===== config.mk =====
export PLATFORM = sky130hd
export DESIGN_NAME = refclk_selector
export DESIGN_NICKNAME = d
export VERILOG_FILES = /design/src/rtl/refsel_pkg.sv /design/src/rtl/ref_activity_mon.sv /design/src/rtl/ref_sel_ctrl.sv /design/src/rtl/refclk_selector.sv
export SDC_FILE = /design/constraint.sdc
export NUM_CORES = 1
export LEC_CHECK = 0
export BUFFER_PORTS_ARGS = -buffer_cell sky130_fd_sc_hd__buf_2
export CORE_MARGIN = 2
export CORE_UTILIZATION = 30
export CTS_BUF_LIST = sky130_fd_sc_hd__clkbuf_4 sky130_fd_sc_hd__clkbuf_8
export CTS_CLUSTER_SIZE = 14
export DETAILED_ROUTE_END_ITERATION = 8
export SLEW_MARGIN = 40
export SYNTH_ARGS = -nofsm -noshare
export SYNTH_HDL_FRONTEND = slang
export SYNTH_HIERARCHICAL = 1
export SYNTH_SLANG_ARGS = --single-unit

===== constraint.sdc =====
create_clock -name clk -period 9.6 [get_ports clk]
set_input_delay 1.92 -clock clk [delete_from_list [all_inputs] [get_ports clk]]
set_output_delay 1.92 -clock clk [all_outputs]
set_load 0.1 [all_outputs]

===== src/rtl/refsel_pkg.sv =====
package refsel_pkg;

    typedef enum logic [1:0] {
        MODE_PIN      = 2'b00,
        MODE_AUTO_NR  = 2'b01,
        MODE_AUTO_REV = 2'b10,
        MODE_REG      = 2'b11
    } sel_mode_e;

    typedef struct packed {
        logic       sel;
        logic       holdover;
        logic       switch_evt;
    } sel_state_t;

    function automatic logic is_auto(input logic [1:0] m);
        return (m == MODE_AUTO_NR) || (m == MODE_AUTO_REV);
    endfunction

endpackage


===== src/rtl/ref_activity_mon.sv =====
module ref_activity_mon #(
    parameter int CNT_W  = 16,
    parameter int SYNC_N = 2
) (
    input  logic             clk,
    input  logic             rst,
    input  logic             ref_in,
    input  logic [CNT_W-1:0] loss_limit,
    input  logic [CNT_W-1:0] qual_limit,
    output logic             valid
);
    localparam int SH_W = SYNC_N + 1;
    localparam logic [CNT_W-1:0] GAP_MAX = '1;

    logic [SH_W-1:0]  sync_sh;
    logic             rise;
    logic [CNT_W-1:0] gap_cnt;
    logic [CNT_W-1:0] qual_cnt;
    logic             gone;

    // synchronizer chain plus one stage for edge detection
    always_ff @(posedge clk) begin
        if (rst) sync_sh <= '0;
        else     sync_sh <= {sync_sh[SH_W-2:0], ref_in};
    end

    assign rise = sync_sh[SH_W-2] & ~sync_sh[SH_W-1];

    // cycles since the last detected rising edge, saturating
    always_ff @(posedge clk) begin
        if (rst)                   gap_cnt <= '0;
        else if (rise)             gap_cnt <= '0;
        else if (gap_cnt != GAP_MAX) gap_cnt <= gap_cnt + 1'b1;
    end

    assign gone = (gap_cnt >= loss_limit);

    // loss detection and edge-count requalification
    always_ff @(posedge clk) begin
        if (rst) begin
            valid    <= 1'b0;
            qual_cnt <= '0;
        end else if (valid) begin
            if (gone) begin
                valid    <= 1'b0;
                qual_cnt <= '0;
            end
        end else if (gone) begin
            qual_cnt <= '0;
        end else if (rise) begin
            if (qual_cnt + 1'b1 >= qual_limit) begin
                valid    <= 1'b1;
                qual_cnt <= '0;
            end else begin
                qual_cnt <= qual_cnt + 1'b1;
            end
        end
    end

endmodule


===== src/rtl/ref_sel_ctrl.sv =====
module ref_sel_ctrl
    import refsel_pkg::*;
(
    input  logic       clk,
    input  logic       rst,
    input  logic [1:0] mode,
    input  logic       reg_sel,
    input  logic       pin_sel,
    input  logic [1:0] valid,
    output sel_state_t st
);
    logic [1:0] mode_q;
    logic       auto_q;
    logic       entering;
    logic       cur_ok;
    logic       alt_ok;
    logic       prim_ok;
    logic       nxt_sel;

    always_ff @(posedge clk) begin
        if (rst) begin
            mode_q <= MODE_PIN;
            auto_q <= 1'b0;
        end else begin
            mode_q <= mode;
            auto_q <= is_auto(mode);
        end
    end

    assign entering = is_auto(mode) && (!auto_q || (mode != mode_q));
    assign cur_ok   = valid[st.sel];
    assign alt_ok   = valid[~st.sel];
    assign prim_ok  = valid[reg_sel];

    always_comb begin
        nxt_sel = st.sel;
        unique case (sel_mode_e'(mode))
            MODE_PIN: nxt_sel = pin_sel;
            MODE_REG: nxt_sel = reg_sel;
            MODE_AUTO_NR, MODE_AUTO_REV: begin
                if (entering) begin
                    nxt_sel = prim_ok ? reg_sel : ~reg_sel;
                end else if (!cur_ok && alt_ok) begin
                    nxt_sel = ~st.sel;
                end else if ((mode == MODE_AUTO_REV) && (st.sel != reg_sel) && prim_ok) begin
                    nxt_sel = reg_sel;
                end
            end
            default: nxt_sel = st.sel;
        endcase
    end

    always_ff @(posedge clk) begin
        if (rst) begin
            st <= '0;
        end else begin
            st.sel        <= nxt_sel;
            st.switch_evt <= (nxt_sel != st.sel);
            st.holdover   <= is_auto(mode) && (valid == 2'b00);
        end
    end

endmodule


===== src/rtl/refclk_selector.sv =====
module refclk_selector
    import refsel_pkg::*;
#(
    parameter int CNT_W  = 16,
    parameter int SYNC_N = 2
) (
    input  logic             clk,
    input  logic             rst,
    input  logic             ref_clk0,
    input  logic             ref_clk1,
    input  logic [1:0]       mode,
    input  logic             reg_sel,
    input  logic             pin_sel,
    input  logic [CNT_W-1:0] loss_limit,
    input  logic [CNT_W-1:0] qual_limit,
    output logic             sel,
    output logic [1:0]       alarm,
    output logic             holdover,
    output logic             switch_evt
);
    localparam int N_REF = 2;

    logic [N_REF-1:0] ref_vec;
    logic [N_REF-1:0] valid;
    sel_state_t       st;

    assign ref_vec = {ref_clk1, ref_clk0};

    for (genvar i = 0; i < N_REF; i++) begin : g_mon
        ref_activity_mon #(
            .CNT_W  (CNT_W),
            .SYNC_N (SYNC_N)
        ) u_mon (
            .clk        (clk),
            .rst        (rst),
            .ref_in     (ref_vec[i]),
            .loss_limit (loss_limit),
            .qual_limit (qual_limit),
            .valid      (valid[i])
        );
    end

    ref_sel_ctrl u_ctrl (
        .clk     (clk),
        .rst     (rst),
        .mode    (mode),
        .reg_sel (reg_sel),
        .pin_sel (pin_sel),
        .valid   (valid),
        .st      (st)
    );

    assign alarm      = ~valid;
    assign sel        = st.sel;
    assign holdover   = st.holdover;
    assign switch_evt = st.switch_evt;

endmodule


==> flow_summary.yaml, run 1 <==
clock_tree:
  h-tree-depth: 3
  cts_setup_buffers: 0
  cts_max_path_buffers: 2
  cts-resized-gates: 0
  insertion_delay_ns: 0.37
  cts-root-buf: "clkbuf_8"
  numClockSinks: 78
  numCtsBuffers: 9
  hold_buffers: 0
  cts_tree: "yes"
  path_clk_slew_ns: 0.08
finish:
  drive_gt1_share_pct: 10.6
  final_cell_count_no_fill: 990
  synthToLayoutAreaGrowth_pct: 11.3
  layout_commonest_cell: "dfxtp_1"
  mostFrequentLayoutCells: "78 x dfxtp_1, 77 x nor2_1, 74 x inv_1"
  fin_area_um2: 6270
  nets: 861
synth:
  postSynth.asyncResetShare_pct: 0
  synth-edff-count: 0
  yosysUniqueCellTypes: 57
  netlist_instances: 721
  netlist_area_um2: 5630
  ys_warn_count: 6
  synth_flop_cell: "dfxtp_1"
  synth-seq-area-share_pct: 27.7
  syn_area_per_cell_um2: 7.81
  yosys.area.top_type: "dfxtp_1"
  ys_ff_latch: 78
  syn-num-nets: 832
  yosys-top-cells-area: "dfxtp_1 28%, ha_1 16%, nor2_1 5.1%"
  yosysTopAreaCellShare_pct: 27.7
place:
  dp.cells: 973
  place_area_um2: 6030
  port_buffers: 44
  place.gp.congestion: 0.769
  dpl.hpwl_um: 9880
route:
  vias: 4861
  via_per_inst: 4.91
  firstDrtPassIters: 6
  remaining_drc_errors: 0
  wl_per_cell_um: 12.8
  drt_first_iter_violations: 245
  totalWireLength_um: 12700
  postRouteAntennaNets: 0
power:
  intPower_mw: 0.552
  clkPwrFrac_pct: 37.1
  p_leak_nw: 2.80
  switching_share_pct: 28.7
  p_sw_mw: 0.222
  seq_power_share_pct: 46.7
  vdd_ir_drop_max_v: 0.0000743
  finalPower_mw: 0.774
  p_comb_share_pct: 16.1
  powerDensity_nw_per_um2: 123
sta:
  tightestPinTransition_ns: 0.716
  holdWs_ns: 0.441
  fin_crit_sh_pct: 39.0
  slew-limit-headroom_pct: 52.1
  fin_skew_ns: 0.0105
  rsz0062_at_grt: "no"
  fmax_mhz: 267
  hold_viol: 0
  period_needed_ns: 3.75
  fin_setup_tns_ns: 0
  setup_violations: 0
  drv_slew: 0
floorplanning:
  core-area_um2: 18600
  floorplan.initialDensity_pct: 30.3
  dieHeight_um: 141
  die_x_um: 141
  ios: 45
  fp.dieArea_um2: 19900
  num_rows: 50
global_route:
  grt_pass1_wl_um: 21500
  grt_use_total_pct: 13.3
  grt_pass1_vias: 4496
  grt-ovfl-total: 0
  grt_max_degree: 24
  antenna_found_initial: 2
critical_path:
  path_class: "input port to register"
  crit_required_ns: 9.88
  arrival_ns: 4.03
  start_kind: "input port"
  ff2ff_setup_slack_ns: 5.88
  worst_setup_path_end_kind: "register"
  crit_fanout: 16
outcome:
  run_status: "finished, final reports clean"
job:
  maxCapViolCount: 0
worst_hold_path:
  hp-class: "register to register"
==> kinds of logic (layout without fill, tap and decap cells) <==
| kind of cell | count (synthesis) | count (layout) | synth area share [%] |
|---|---|---|---|
| simple gates | 311 | 311 | 28.2 |
| compound gates | 104 | 104 | 12.2 |
| buf+inv | 101 | 135 | 7.29 |
| flops | 78 | 78 | 27.7 |
| fa+ha+maj | 71 | 71 | 15.8 |
| xor+xnor | 49 | 49 | 7.62 |
| mux | 7 | 7 | 1.27 |
| other cells | 0 | 1 | 0 |
==> worst max-delay path, stage by stage <==
cell and delay (ns):
buf_2 0.09, inv_1 0.04, ha_1 0.30, a21o_1 0.18
a211o_1 0.30, a2111o_1 0.39, a311oi_2 0.30, nor2_2 0.22
nor4_1 0.28
==> through the flow <==
stage,setup WS [ns],util (%)
3_5_place_dp,5.23,32.4
6_report,5.85,33.7
2_1_floorplan,5.82,-
3_3_place_gp,5.30,32.4
4_1_cts,5.64,33.7
5_1_grt,5.48,33.7
==> path summary, 6_finish.rpt <==
kind	from	to	cells past startpoint
setup / recovery	loss_limit[14]	g_mon[0].u_mon/qual_cnt[12]	9
hold / removal	g_mon[0].u_mon/sync_sh[0]	g_mon[0].u_mon/sync_sh[1]	1
setup reg to reg	g_mon[1].u_mon/qual_cnt[0]	g_mon[1].u_mon/qual_cnt[9]	12
hold reg to reg	g_mon[0].u_mon/sync_sh[0]	g_mon[0].u_mon/sync_sh[1]	1
==> cell type report <==
cell class,instances,area (µm²)
Antenna cell,1,2.50
Clock buffer,11,151
Clock inverter,5,81.3
Fill cell,1995,12300
Inverter,74,278
Multi-Input combinational cell,542,3670
Sequential cell,78,1560
Tap cell,234,293
Timing Repair Buffer,45,228
==> flip-flops by register name (all words and copies together), names as in the netlist <==
register,cells
u_ctrl/auto_q,1
g_mon.u_mon/qual_cnt,32
g_mon.u_mon/valid,2
g_mon.u_mon/sync_sh,6
u_ctrl/st,3
g_mon.u_mon/gap_cnt,32
u_ctrl/mode_q,2
==> layer usage <==
layer / up-vias / share of wire, % / track usage [%]
li1: 2562 / - / -
met1: 2215 / 51 / 18.0
met5: - / 0.087 / 0
met4: 2 / 0.69 / 3.16
met3: 11 / 4.0 / 3.09
met2: 71 / 45 / 21.5
==> cell usage after synthesis (all sizes together), types with 9 or more instances <==
master	count
ha	71
a21oi	32
nor4	9
xnor2	24
nand3	47
clkbuf	16
nor3	22
a31oi	14
buf	11
nand4	21
nand2	65
and3	9
inv	74
o21ai	20
nor2	78
xor2	25
dfxtp	78
nor2b	12
==> power groups by stage <==
stage | registers, mW | logic [mW] | clock network (mW)
CTS | 0.362 | 0.126 | 0.302
global placement | 0.369 | 0.123 | 0
floorplan | 0.367 | 0.0927 | 0
global route | 0.366 | 0.145 | 0.312
detailed placement | 0.369 | 0.125 | 0
finish | 0.362 | 0.125 | 0.287
No activity file was read; power rests on OpenSTA's default activity.
==> run 2: changes to the inputs <==
ABC_AREA = 1   (was not set)
clock period = 3.6 ns   (was 9.6 ns; I/O delays follow)
==> run 2 against run 1 <==
  * Synthesized cell count is 42% higher
  * Register-to-register slack worse by 5.0 ns
  * Sequential share of layout area fell by 3.0 points
  * Clock skew rose by 0.0017 ns
  * Utilization grew 0.32 points
  * Synthesized area is 14% higher
  * Combinational power up 130%
  * Total power up 150%
==> flow_summary.yaml, run 2 <==
synth:
  postSynth.asyncResetShare_pct: 0
  synth_common_cells: "275 x nand2_1, 215 x inv_1, 100 x nor2_1"
  yosysUniqueCellTypes: 39
  yosys.area.top_type: "dfxtp_1"
  ys_ff_latch: 78
  synth_most_common_cell: "nand2_1"
  yosys-top-cells-area: "dfxtp_1 24%, nand2_1 16%, ha_1 14%"
  yosysTopAreaCellShare_pct: 24.4
  ys_warn_count: 6
  netlist_area_um2: 6400
  netlist_instances: 1025
  syn_area_per_cell_um2: 6.24
  syn-num-nets: 1136
  synth-seq-area-share_pct: 24.4
  synth_flop_cell: "dfxtp_1"
  synth-edff-count: 0
clock_tree:
  cts_max_path_buffers: 2
  hold_buffers: 0
  numClockSinks: 78
  cts_setup_buffers: 0
  cts-resized-gates: 0
  path_clk_slew_ns: 0.08
  cts_tree: "yes"
  cts-root-buf: "clkbuf_8"
  h-tree-depth: 3
  insertion_delay_ns: 0.37
  numCtsBuffers: 9
route:
  remaining_drc_errors: 0
  wl_per_cell_um: 11.4
  via_per_inst: 4.45
  totalWireLength_um: 15500
  drt_first_iter_violations: 340
  vias: 6029
  postRouteAntennaNets: 0
  firstDrtPassIters: 4
floorplanning:
  dieHeight_um: 150
  num_rows: 53
  ios: 45
  fp.dieArea_um2: 22500
  floorplan.initialDensity_pct: 30.5
  die_x_um: 150
  core-area_um2: 21000
place:
  dpl.hpwl_um: 12200
  port_buffers: 44
  place.gp.congestion: 0.848
critical_path:
  path_class: "register to register"
  worst_setup_path_end_kind: "register"
  start_kind: "register"
  ff2ff_path_depth: 16
  ff2ff_setup_slack_ns: 0.85
  arrival_ns: 3.07
  crit_fanout: 17
  crit_required_ns: 3.92
global_route:
  antenna_found_initial: 7
  top_usage_layer: "met2"
  grt_pass1_vias: 5722
  grt_pass1_wl_um: 26500
  grt_use_total_pct: 14.6
  grt-ovfl-total: 0
  use_met2_pct: 24.2
  use_met1_pct: 18.5
  grt_max_degree: 26
  met3_usage_pct: 4.70
sta:
  rsz0062_at_grt: "no"
  fin_crit_sh_pct: 76.4
  tightestPinTransition_ns: 0.759
  fmax_mhz: 363
  fin_setup_tns_ns: 0
  hold_viol: 0
  drv_slew: 0
  fin_skew_ns: 0.0122
  setup_violations: 0
  period_needed_ns: 2.75
  slew-limit-headroom_pct: 49.3
power:
  vdd_ir_drop_max_v: 0.000143
  finalPower_mw: 1.90
  p_leak_nw: 3.86
  powerDensity_nw_per_um2: 266
job:
  maxCapViolCount: 0
finish:
  final_util_pct: 34.1
  nets: 1181
  drive_gt1_share_pct: 11.3
  mostFrequentLayoutCells: "275 x nand2_1, 215 x inv_1, 100 x nor2_1"
  synthToLayoutAreaGrowth_pct: 11.5
  reg_top3: "g_mon.u_mon/gap_cnt (32), g_mon.u_mon/qual_cnt (32), g_mon.u_mon/sync_sh (6)"
  n_fill_cell: 2324
  layout_commonest_cell: "nand2_1"
worst_hold_path:
  worstHoldPathCells: 2
  hp-class: "register to register"
outcome:
  run_status: "finished, final reports clean"
## run 2: cell count changes in the layout (fill, tap and decap cells not counted), sizes merged, moves of 9 or more
cell   change
a21oi     +31
a31oi     -12
and3       -9
inv      +147
nand2    +229
nand4     +25
nor2      +42
nor2b     -12
xnor2     -22
xor2      -17
## run 2: cells by family after synthesis
group           Yosys count  share of synthesized area [%]
buf+inv                 237                           14.3
xor+xnor                 10                           1.37
simple gates            530                           37.5
flops                    78                           24.4
fa+ha+maj                71                           13.9
compound gates           99                           8.50
## run 2: area by class of cell
class | count | area (µm²) | share of cell area [%]
antenna | 6 | 15.0 | 0.210
clock inverter | 3 | 42.5 | 0.596
clock buffer | 13 | 166 | 2.33
tap | 275 | 344 | 4.82
inverter | 223 | 837 | 11.7
multi-input combinational | 710 | 3920 | 54.9
sequential | 78 | 1560 | 21.9
timing repair buffer | 48 | 250 | 3.51
## run 2: critical path: stages, from the launching register on
cell and delay (ns):
dfxtp_1 0.43, ha_1 0.22, nand2_2 0.10, nor2_4 0.16
nand2_2 0.08, o21ai_0 0.16, nand2_1 0.10, ha_1 0.28
nand2_1 0.06, inv_1 0.05, nand2_1 0.06, a21oi_1 0.06
nor2_2 0.59, nand4_1 0.17, nand2_1 0.10, nand2_1 0.05
inv_1 0.05
## run 2: through the flow
stage                     cell area, µm²  hold slack [ns]  cells  setup WS (ns)
final                               7140            0.403   1356          0.848
after global routing                7130            0.418   1353          0.499
after CTS                           7120            0.406   1350          0.915
after detailed placement            6910            0.395   1334          0.917
after global placement              6910            0.389   1334          0.937
after floorplan                     6400            0.388   1025           1.38
## run 2: path summary, 6_finish.rpt
kind | startpoint | end
worst max-delay path | g_mon[0].u_mon/qual_cnt[0] | g_mon[0].u_mon/qual_cnt[14]
worst min-delay path | g_mon[1].u_mon/sync_sh[0] | g_mon[1].u_mon/sync_sh[1]
worst max register to register | g_mon[0].u_mon/qual_cnt[0] | g_mon[0].u_mon/qual_cnt[14]
worst min register to register | g_mon[1].u_mon/sync_sh[0] | g_mon[1].u_mon/sync_sh[1]
## run 2: power by group
part           switching [mW]  internal (mW)
Sequential             0.0201          0.886
Clock                   0.336          0.373
Combinational           0.189         0.0981
Total                   0.545           1.36
## run 2: metal layers
metal,part of all wire [%],vias up
met4,0.87,2
li1,-,3304
met2,44,79
met5,0.071,-
met3,5.6,13
met1,49,2631
